`config.mk`:
```
export PLATFORM = sky130hd
export DESIGN_NAME = dual_decade_counter
export DESIGN_NICKNAME = d
export VERILOG_FILES = /design/src/rtl/ddc_pkg.sv /design/src/rtl/ddc_fall_detect.sv /design/src/rtl/ddc_toggle_stage.sv /design/src/rtl/ddc_quinary_stage.sv /design/src/rtl/dual_decade_counter.sv
export SDC_FILE = /design/constraint.sdc
export NUM_CORES = 1
export LEC_CHECK = 0
export BUFFER_PORTS_ARGS = -buffer_cell sky130_fd_sc_hd__buf_2
export CAP_MARGIN = 20
export CELL_PAD_IN_SITES_DETAIL_PLACEMENT = 2
export CELL_PAD_IN_SITES_GLOBAL_PLACEMENT = 2
export CORE_MARGIN = 1.5
export CORE_UTILIZATION = 27
export CTS_CLUSTER_DIAMETER = 30
export DETAILED_ROUTE_END_ITERATION = 10
export PLACE_DENSITY = 0.77
export SLEW_MARGIN = 20
export SYNTH_ARGS = -nofsm -noshare
export SYNTH_HDL_FRONTEND = slang
export SYNTH_SLANG_ARGS = --single-unit
```
`constraint.sdc`:
```
create_clock -name clk -period 2.7 [get_ports clk]
set_input_delay 0.27 -clock clk [delete_from_list [all_inputs] [get_ports clk]]
set_output_delay 0.27 -clock clk [all_outputs]
set_load 0.02 [all_outputs]
```
`src/rtl/ddc_pkg.sv`:
```
package ddc_pkg;

  typedef enum logic [1:0] {
    LINK_SPLIT     = 2'b00,
    LINK_DECIMAL   = 2'b01,
    LINK_BIQUINARY = 2'b10,
    LINK_SPLIT_ALT = 2'b11
  } link_mode_e;

  localparam int          QUIN_W    = 3;
  localparam int          COUNT_W   = QUIN_W + 1;
  localparam logic [QUIN_W-1:0] QUIN_TOP  = 3'd4;
  localparam logic [QUIN_W-1:0] QUIN_NINE = 3'd4;   // five-stage part of nine
  localparam logic              TOG_NINE  = 1'b1;   // toggle part of nine

  // next value of the five stage: binary 0..QUIN_TOP, then back to zero
  function automatic logic [QUIN_W-1:0] quin_next(input logic [QUIN_W-1:0] v);
    if (v >= QUIN_TOP) return '0;
    return v + 1'b1;
  endfunction

  // the five stage leaves its top value on this step
  function automatic logic quin_at_top(input logic [QUIN_W-1:0] v);
    return v >= QUIN_TOP;
  endfunction

  function automatic logic is_split(input link_mode_e m);
    return (m == LINK_SPLIT) || (m == LINK_SPLIT_ALT);
  endfunction

endpackage

```
`src/rtl/ddc_fall_detect.sv`:
```
module ddc_fall_detect (
  input  logic clk,
  input  logic rst_n,
  input  logic level,
  output logic fall
);
  logic prev_q;

  always_ff @(posedge clk) begin
    if (!rst_n) prev_q <= 1'b0;
    else        prev_q <= level;
  end

  assign fall = prev_q & ~level;
endmodule

```
`src/rtl/ddc_toggle_stage.sv`:
```
module ddc_toggle_stage (
  input  logic clk,
  input  logic rst_n,
  input  logic force_set,
  input  logic force_clr,
  input  logic step,
  output logic bit_q,
  output logic wrap
);
  always_ff @(posedge clk) begin
    if (!rst_n)         bit_q <= 1'b0;
    else if (force_set) bit_q <= ddc_pkg::TOG_NINE;
    else if (force_clr) bit_q <= 1'b0;
    else if (step)      bit_q <= ~bit_q;
  end

  // a counted 1 -> 0 transition on this stage
  assign wrap = step & bit_q & ~force_set & ~force_clr;
endmodule

```
`src/rtl/ddc_quinary_stage.sv`:
```
module ddc_quinary_stage
  import ddc_pkg::*;
(
  input  logic              clk,
  input  logic              rst_n,
  input  logic              force_set,
  input  logic              force_clr,
  input  logic              step,
  output logic [QUIN_W-1:0] val_q,
  output logic              wrap
);
  always_ff @(posedge clk) begin
    if (!rst_n)         val_q <= '0;
    else if (force_set) val_q <= QUIN_NINE;
    else if (force_clr) val_q <= '0;
    else if (step)      val_q <= quin_next(val_q);
  end

  assign wrap = step & quin_at_top(val_q) & ~force_set & ~force_clr;
endmodule

```
`src/rtl/dual_decade_counter.sv`:
```
module dual_decade_counter
  import ddc_pkg::*;
(
  input  logic         clk,
  input  logic         rst_n,
  input  logic         cnt_a,
  input  logic         cnt_b,
  input  logic [1:0]   link_mode,
  input  logic [1:0]   clr,
  input  logic [1:0]   pre,
  output logic [3:0]   q,
  output logic         carry
);
  localparam int NUM_EXT = 2;

  link_mode_e mode_e;
  assign mode_e = link_mode_e'(link_mode);

  // named internal events, also observed by the checker
  logic preset_act, clear_act;
  logic fall_a, fall_b;
  logic step_a, step_b;
  logic wrap_a, wrap_b;
  logic link_to_b_q, link_to_a_q;
  logic carry_q;

  assign preset_act = &pre;
  assign clear_act  = &clr;

  logic [NUM_EXT-1:0] ext_level, ext_fall;
  assign ext_level = {cnt_b, cnt_a};

  for (genvar gi = 0; gi < NUM_EXT; gi++) begin : g_edge
    ddc_fall_detect u_fall (
      .clk   (clk),
      .rst_n (rst_n),
      .level (ext_level[gi]),
      .fall  (ext_fall[gi])
    );
  end

  assign fall_a = ext_fall[0];
  assign fall_b = ext_fall[1];

  // source selection for each section
  assign step_a = (mode_e == LINK_BIQUINARY) ? link_to_a_q : fall_a;
  assign step_b = (mode_e == LINK_DECIMAL)   ? link_to_b_q : fall_b;

  logic              tog_q;
  logic [QUIN_W-1:0] quin_q;

  ddc_toggle_stage u_tog (
    .clk       (clk),
    .rst_n     (rst_n),
    .force_set (preset_act),
    .force_clr (clear_act),
    .step      (step_a),
    .bit_q     (tog_q),
    .wrap      (wrap_a)
  );

  ddc_quinary_stage u_quin (
    .clk       (clk),
    .rst_n     (rst_n),
    .force_set (preset_act),
    .force_clr (clear_act),
    .step      (step_b),
    .val_q     (quin_q),
    .wrap      (wrap_b)
  );

  // inter-section links and carry, one register stage each
  always_ff @(posedge clk) begin
    if (!rst_n) begin
      link_to_b_q <= 1'b0;
      link_to_a_q <= 1'b0;
      carry_q     <= 1'b0;
    end else begin
      link_to_b_q <= (mode_e == LINK_DECIMAL)   & wrap_a;
      link_to_a_q <= (mode_e == LINK_BIQUINARY) & wrap_b;
      carry_q     <= (mode_e == LINK_DECIMAL)   & wrap_b;
    end
  end

  assign q     = {quin_q, tog_q};
  assign carry = carry_q;
endmodule

```
======== Yosys cells after proc, flatten, opt, wreduce, memory -nomap -nowiden ========
Index checks and enable logic that the tools add are counted.
word-level totals
  register bits after elaboration ......... 9
  word-level logic and storage cells ...... 49
  output and inout port bits .............. 5
  bits of input ports ..................... 10
cells by class
  multiplexer cells ....................... 15
  reduce and logical (&&, ||, !) cells .... 5
  add/subtract/negate cells ............... 1
  eq/ne operators ......................... 2
  magnitude comparators ................... 1
  bitwise operators ....................... 17
operator list
  operator                                       number
  2-to-1 mux 3 bit                               5
  AND 1 bit                                      11
  2-to-1 mux 1 bit                               10
  NOT 1 bit                                      6
  nonzero test 3 bit                             2
  AND reduction 2 bit                            2
  adder 3 x 1 -> 3 bit, second input constant    1
  >= comparator 3 bit, second input constant     1
  OR reduction 3 bit                             1
  == test 2 x 1 -> 1 bit, second input constant  1
  == test 2 bit, second input constant           1

======== Longest topological paths before layout ========
Gate-level depths: netlist of run 1.
  depth after elaboration ................. 11
  mapped depth ............................ 4

======== Hierarchy ========
Synthesis of run 1 repeated with hierarchy kept, for this count alone.
second synthesis, totals
  cells, all modules ...................... 48
  area total of the unflattened synthesis .. 464.2 µm²
by module, submodules not included
  module               instances  area an instance (µm²)  cells an instance  sequential area each (µm²)
  ddc_quinary_stage    1          185.2                   20                 60.1
  dual_decade_counter  1          153.9                   15                 60.1
  ddc_fall_detect      2          36.3                    3                  20.0
  ddc_toggle_stage     1          52.6                    7                  20.0

======== Least setup slack after synthesis of run 1 ========
OpenSTA, ideal clock, no wires.
  path kind ............................... register to register
  start ................................... register u_quin.val_q[0]
  end ..................................... register u_quin.val_q[1]
  data arrival time ....................... 1249 ps
  cell stages (with the launch flop) ...... 5
  data required time ...................... 2630 ps
  setup slack ............................. 1381 ps
  buffers on the path ..................... 0
  cells stage by stage .................... dfxtp_1 > inv_1 > ha_1 > or3b_1 > a21oi_1
on the way
  cells in the longest elaborated chain, start to end .. 7
  elaborated cells between the ends (all ways) .. 8
RTL lines
  what                      line                     RTL
  start: declaration        ddc_quinary_stage.sv:9   output logic [QUIN_W-1:0] val_q,
  start signal: assignment  ddc_quinary_stage.sv:16  else if (step) val_q <= quin_next(val_q);
  >= comparator 3 bit       ddc_pkg.sv:18            if (v >= QUIN_TOP) return '0;
  2-to-1 mux 1 bit          ddc_pkg.sv:18
  2-to-1 mux 1 bit          ddc_quinary_stage.sv:16
  2-to-1 mux 1 bit          ddc_quinary_stage.sv:15  else if (force_clr) val_q <= '0;
  2-to-1 mux 1 bit          ddc_quinary_stage.sv:14  else if (force_set) val_q <= QUIN_NINE;
  2-to-1 mux 1 bit          ddc_quinary_stage.sv:13  if (!rst_n) val_q <= '0;
  2-to-1 mux 3 bit (*)      ddc_pkg.sv:19            return v + 1'b1;
Mark *: on every way between the ends. The rest lies on a longest branch, timed or not. The select of a mux whose other input is x is not followed.
A chain may end at the register's enable or synchronous reset.

======== Final worst setup path of run 1 ========
Ends and elaborated chain as after synthesis.

==> reports/qor.csv, run 1 <==
metric,value,unit
outcome,"complete, no violations",
crit_family,flip-flops,
layout.nets,73,
critPathMaxFanout,5,
nFillCells,166,
gp_congestion,0.7356,
grt_pass1_wl,1.697,mm
skew,0.003729,ns
crit_buf_inv,1,
cts_tree,done,
wl_per_cell,12.47,um
post-dp-hpwl,730,um
drc,0,
p_per_area,537.1,mW/mm^2
syn_nets,55,
end_kind,register,
first_global_vias,391,
postSynthAreaPerCell,9.544,sq um
synth_seq_cells,9,
yosys_warnings,0,
power.leakage,0.0002447,uW
layout-drive-gt1-share,0.3500,
reg2reg_from,u_quin.val_q[0],
start_util,0.3004,
cp_slowest_stage_delay,0.39,ns
slew_viol_final,0,
period_minus_slack,1.283,ns
viasPerCell,4.573,
port_buffers,14,
min_path_type,in2reg,
num_io_pins,15,
critPathLaunchType,register,
placed_cells,71,
max_freq,779.6,MHz
maxSlewHeadroom,0.6984,
synth_area,410.4,sq um
multi_input_area,215.2,sq um
holdBufCountCts,0,
die_h,41.99,um
num_rows,13,
cp_num_cells,4,
hold_viol_final,0,
cts_resized,0,
synthCells,43,
rsz0062_at_grt,no,
drt.antenna.violating_nets,0,
core,0.001366,sq mm
antenna_found_initial,0,
clock-sinks,9,
grt_max_degree,7,
cts_max_path_buffers,2,
hold_ws,0.2421,ns
reg2reg_to,u_quin.val_q[1],
worstPathArrival,1.48,ns
htreeDepth,1,
period_share,0.4751,
area_growth,26.22,%
clkLatencyLatePin,0.26,ns
regArea,180.2,sq um
track_usage,0.1372,
fin_tns_setup,0,ns
instances_no_fill,75,
crit_path_start,u_quin.val_q[0],
dieArea,0.001763,sq mm
worst_pin_slew,0.4398,ns
hp-start,cnt_a,
die_w,41.99,um
r2r_cells,4,
yosysSeqAreaShare,0.4390,
cts_buffers,3,
critPathRequiredTime,2.90,ns
cp_slowest_cell,dfxtp_1,
wirelength,935,um
setup_violations,0,
cts-root-buf,clkbuf_4,
max_cap_violations,0,
post_cts_buffers,0,
peakVddDrop,0.0002291,V
critical_path_class,reg2reg,
num_vias,343,
drtPass1Iterations,2,
crit_chain,inv_1 -> ha_1 -> or3b_1 -> a21oi_1,
ff2ff_setup_slack,1.42,ns
n_antenna_cell,0,
critPathCapture,u_quin.val_q[1],
grt_overflow,0,
path_clk_slew,0.06,ns
synth_cell_type_count,23,
dr.first_iter.drc_count,5,
synth_stat cells:
| cell type | count | area, sq um |
|---|---|---|
| and2b_2 | 1 | 8.760 |
| o21ai_0 | 2 | 10.01 |
| dfxtp_1 | 9 | 180.2 |
| and2b_1 | 1 | 7.510 |
| nand2b_1 | 1 | 6.260 |
| nor2b_1 | 1 | 6.260 |
| nand3_1 | 1 | 5.000 |
| a21bo_2 | 1 | 10.01 |
| and2_1 | 1 | 6.260 |
| nand2_1 | 5 | 18.77 |
| a21o_1 | 1 | 7.510 |
| a21oi_1 | 3 | 15.01 |
| or3_1 | 1 | 6.260 |
| xor2_1 | 1 | 8.760 |
| ha_1 | 2 | 25.02 |
| nor2_1 | 1 | 3.750 |
| nor2b_4 | 1 | 13.76 |
| and2_2 | 1 | 7.510 |
| mux2i_1 | 3 | 30.03 |
| or3b_1 | 1 | 8.760 |
| inv_1 | 2 | 7.510 |
| buf_4 | 1 | 7.510 |
| nor3_1 | 2 | 10.01 |
layer usage:
metal  wire (um)  global-route usage  up-vias
met4          19              0.1161        0
met3          27             0.03879        2
met5           0                   0        -
li1            -                   -      176
met2         462              0.2094        9
met1         425              0.1561      156
stage by stage:
stage          cell area (sq um)  total power, uW  setup slack, ns  utilization
2_1_floorplan              410.4            162.7            1.381            -
3_3_place_gp               491.7            175.0            1.336       0.3599
3_5_place_dp               491.7            176.1            1.279       0.3599
4_1_cts                    518.0            284.5            1.387       0.3791
5_1_grt                    518.0            299.6            1.304       0.3791
6_report                   518.0            278.2            1.417       0.3791
registers in the layout, indices dropped and copies added (netlist names):
register	count
u_tog.bit_q	1
link_to_b_q	1
u_quin.val_q	3
carry	1
g_edge.u_fall.prev_q	2
link_to_a_q	1
power breakdown:
| part | total, uW | switching (uW) | internal (uW) |
|---|---|---|---|
| clock network | 106 | 48.6 | 57.0 |
| logic | 32.0 | 16.5 | 15.5 |
| registers | 141 | 3.39 | 137 |
| total | 278 | 68.4 | 210 |
logic make-up (layout without fill, tap and decap cells):
kind of cell	Yosys count	after routing	synth area share
AND/OR/NAND/NOR	18	18	0.2653
flip-flops	9	9	0.4390
AO/OA/AOI/OAI	7	7	0.1037
multiplexers	3	3	0.07317
buffers and inverters	3	20	0.03660
adder cells (fa/ha/maj)	2	2	0.06097
XOR/XNOR	1	1	0.02135
worst min-delay path by stage:
| stage | end | depth (start not counted) |
|---|---|---|
| 2_1_floorplan | g_edge[0].u_fall.prev_q | 1 |
| 3_3_place_gp | carry | 2 |
| 3_5_place_dp | carry | 2 |
| 4_1_cts | g_edge[0].u_fall.prev_q | 2 |
| 5_1_grt | g_edge[0].u_fall.prev_q | 2 |
| 6_report | g_edge[0].u_fall.prev_q | 2 |
cells in the final DEF (no fill, tap or decap):
cell	synthesis	routed
clkbuf_1	0	1
nor2_1	1	1
nor2b_4	1	1
clkbuf_4	0	3
inv_1	2	2
nor3_1	2	2
nand3_1	1	1
and2b_2	1	1
ha_1	2	2
and2_2	1	1
mux2i_1	3	3
a21bo_2	1	1
or3_1	1	1
o21ai_0	2	2
nand2b_1	1	1
nand2_1	5	5
buf_2	0	14
nor2b_1	1	1
xor2_1	1	1
and2_1	1	1
or3b_1	1	1
a21o_1	1	1
dfxtp_1	9	9
a21oi_1	3	3
and2b_1	1	1
area by class of cell:
class	count	area share
repair buffers	14	0.1353
clock buffers	4	0.05072
inverters	2	0.01449
well taps	15	0.03623
multi-input cells	31	0.4155
flip-flops and latches	9	0.3478
Note: power is estimated with default switching activity, not from simulation.
==> inputs of run 2 (changes only) <==
--- a/config.mk
+++ b/config.mk
@@ -5,15 +5,16 @@
 export SDC_FILE = /design/constraint.sdc
 export NUM_CORES = 1
 export LEC_CHECK = 0
+export ABC_AREA = 1
 export BUFFER_PORTS_ARGS = -buffer_cell sky130_fd_sc_hd__buf_2
 export CAP_MARGIN = 20
 export CELL_PAD_IN_SITES_DETAIL_PLACEMENT = 2
 export CELL_PAD_IN_SITES_GLOBAL_PLACEMENT = 2
 export CORE_MARGIN = 1.5
-export CORE_UTILIZATION = 27
+export CORE_UTILIZATION = 22
 export CTS_CLUSTER_DIAMETER = 30
 export DETAILED_ROUTE_END_ITERATION = 10
-export PLACE_DENSITY = 0.77
+export PLACE_DENSITY = 0.72
 export SLEW_MARGIN = 20
 export SYNTH_ARGS = -nofsm -noshare
 export SYNTH_HDL_FRONTEND = slang
==> constraint.sdc (replaced) <==
create_clock -name clk -period 1.1 [get_ports clk]
set_input_delay 0.11 -clock clk [delete_from_list [all_inputs] [get_ports clk]]
set_output_delay 0.11 -clock clk [all_outputs]
set_load 0.02 [all_outputs]
==> run 2 against run 1 <==
Effect of this change:
- sequential cell count is the same
- hold slack lost 0.19 ns
- utilization shrank 7.5 points
- clock power increased by 140%
- clock skew down 0.0034 ns
- via count up 41%
- synthesized area grew 16%
- critical endpoint is now link_to_a_q
- largest power group unchanged
- highest routed layer is now met3
==> reports/qor.csv, run 2 <==
metric,value,unit
path_clk_slew,0.06,ns
start_util,0.2387,
period_share,0.8660,
n_antenna_cell,0,
end_kind,register,
drc,0,
power.total,724.3,uW
drt.antenna.violating_nets,0,
post_cts_buffers,0,
max_freq,1050,MHz
cts_buffers,3,
period_minus_slack,0.9526,ns
switching_share,0.2780,
worstPathArrival,1.14,ns
clkLatencyLatePin,0.26,ns
final_common_cell,nand2_1,
dieArea,0.002461,sq mm
critPathLaunchType,register,
cts_tree,done,
top_regs,"u_quin.val_q x3, g_edge.u_fall.prev_q x2",
outcome,"complete, no violations",
layout.nets,101,
critical_path_class,reg2reg,
final_cell_mix,"17 x nand2_1, 14 x inv_1, 14 x buf_2",
stdcell_area,609.3,sq um
slew_viol_final,0,
yosysMostFrequentCell,nand2_1,
max_cap_violations,0,
power.leakage,0.0003186,uW
clock-sinks,9,
synth-edff-count,0,
peakVddDrop,0.0005940,V
first_global_vias,528,
synthCells,70,
port_buffers,14,
gp_congestion,0.7113,
yosysSeqAreaShare,0.3770,
holdBufCountCts,0,
grt_pass1_wl,2.270,mm
cts_max_path_buffers,2,
num_io_pins,15,
p_per_area,1189,mW/mm^2
layout-drive-gt1-share,0.3068,
setup_violations,0,
num_vias,483,
fin_tns_setup,0,ns
core,0.002002,sq mm
post-dp-hpwl,1.116,mm
wl_per_cell,11.01,um
ys_top_cells_by_area,"dfxtp_1 38%, nand2_1 13%, inv_1 11%",
dr.first_iter.drc_count,0,
cts_resized,0,
num_rows,16,
top_register,u_quin.val_q,
yosysTopAreaCellShare,0.3770,
synthTopCellsByCount,"17 x nand2_1, 14 x inv_1, 9 x dfxtp_1",
maxSlewHeadroom,0.9009,
die_h,49.61,um
cts-root-buf,clkbuf_4,
antenna_found_initial,0,
viasPerCell,4.200,
critPathMaxFanout,3,
synth_seq_cells,9,
worst_pin_slew,0.1471,ns
seq_power_share,0.479,
postSynthAreaPerCell,6.828,sq um
comb_power_share,0.163,
htreeDepth,1,
p_int,522.9,uW
hold_viol_final,0,
yosys_warnings,0,
switching_power,201.3,uW
rsz0062_at_grt,no,
track_usage,0.1234,
synth_area_leader_cell,dfxtp_1,
synth_area,478.0,sq um
largest_reg_flops,3,
grt_overflow,0,
hold_ws,0.04886,ns
area_growth,27.49,%
critPathRequiredTime,1.29,ns
placed_area,581.8,sq um
power_frac_clock,0.358,
min_path_type,in2reg,
die_w,49.61,um
skew,0.0003500,ns
wirelength,1.266,mm
async_reset_ff_frac,0,
drtPass1Iterations,1,
synth_ff_type,dfxtp_1,
syn_nets,82,
synth_cell_type_count,15,
grt_max_degree,6,
## run 2: cell type report
class                           count  area (sq um)
Sequential cell                     9         181.4
Inverter                           15         56.30
Clock buffer                        4         26.28
Tap cell                           27         33.78
Timing Repair Buffer               15         77.57
Multi-Input combinational cell     45         234.0
Fill cell                         269          1393
## run 2: cell families (layout without fill, tap and decap cells)
group,after synthesis,after routing,share of synthesized area
and+or+nand+nor,38,38,0.3848
buffers and inverters,16,34,0.1335
DFF,9,9,0.3770
adders and majority gates,2,2,0.05235
AOI/OAI and AO/OA,5,5,0.05235
## run 2: per-layer routing
layer,GRT usage,part of all wire,up-vias
met5,0,0,-
li1,-,-,248
met2,0.2356,0.54,8
met3,0.04848,0.042,0
met1,0.1180,0.42,227
met4,0.04167,0,0
## run 2: final timing paths
kind,from,end,slack [ns],cells past startpoint
worst max-delay path,g_edge[1].u_fall.prev_q,link_to_a_q,0.15,6
worst min-delay path,cnt_a,g_edge[0].u_fall.prev_q,0.05,3
worst max register to register,g_edge[1].u_fall.prev_q,link_to_a_q,0.15,6
worst min register to register,u_quin.val_q[0],u_quin.val_q[0],0.51,2
## run 2: per-stage QoR
| stage | std cells | util | setup slack, ns |
|---|---|---|---|
| final | 115 | 0.3044 | 0.1474 |
| after global routing | 115 | 0.3044 | 0.02120 |
| after CTS | 115 | 0.3038 | 0.09967 |
| after detailed placement | 111 | 0.2906 | 0.1116 |
| after global placement | 111 | 0.2906 | 0.1673 |
| after floorplan | 70 | - | 0.03143 |
## run 2: power by group through the flow
stage | sequential (uW) | clock [uW] | combinational, uW
3_3_place_gp | 354 | 0 | 115
5_1_grt | 350 | 298 | 134
6_report | 347 | 259 | 118
4_1_cts | 347 | 273 | 121
3_5_place_dp | 354 | 0 | 120
2_1_floorplan | 358 | 0 | 70.0
## run 2: critical path, stage by stage, from the launching register on
cell and delay (ns):
dfxtp_1 0.33, inv_1 0.05, nor2_1 0.10, nand2_2 0.09
nand2_2 0.09, nand2_1 0.11, nor3_2 0.12
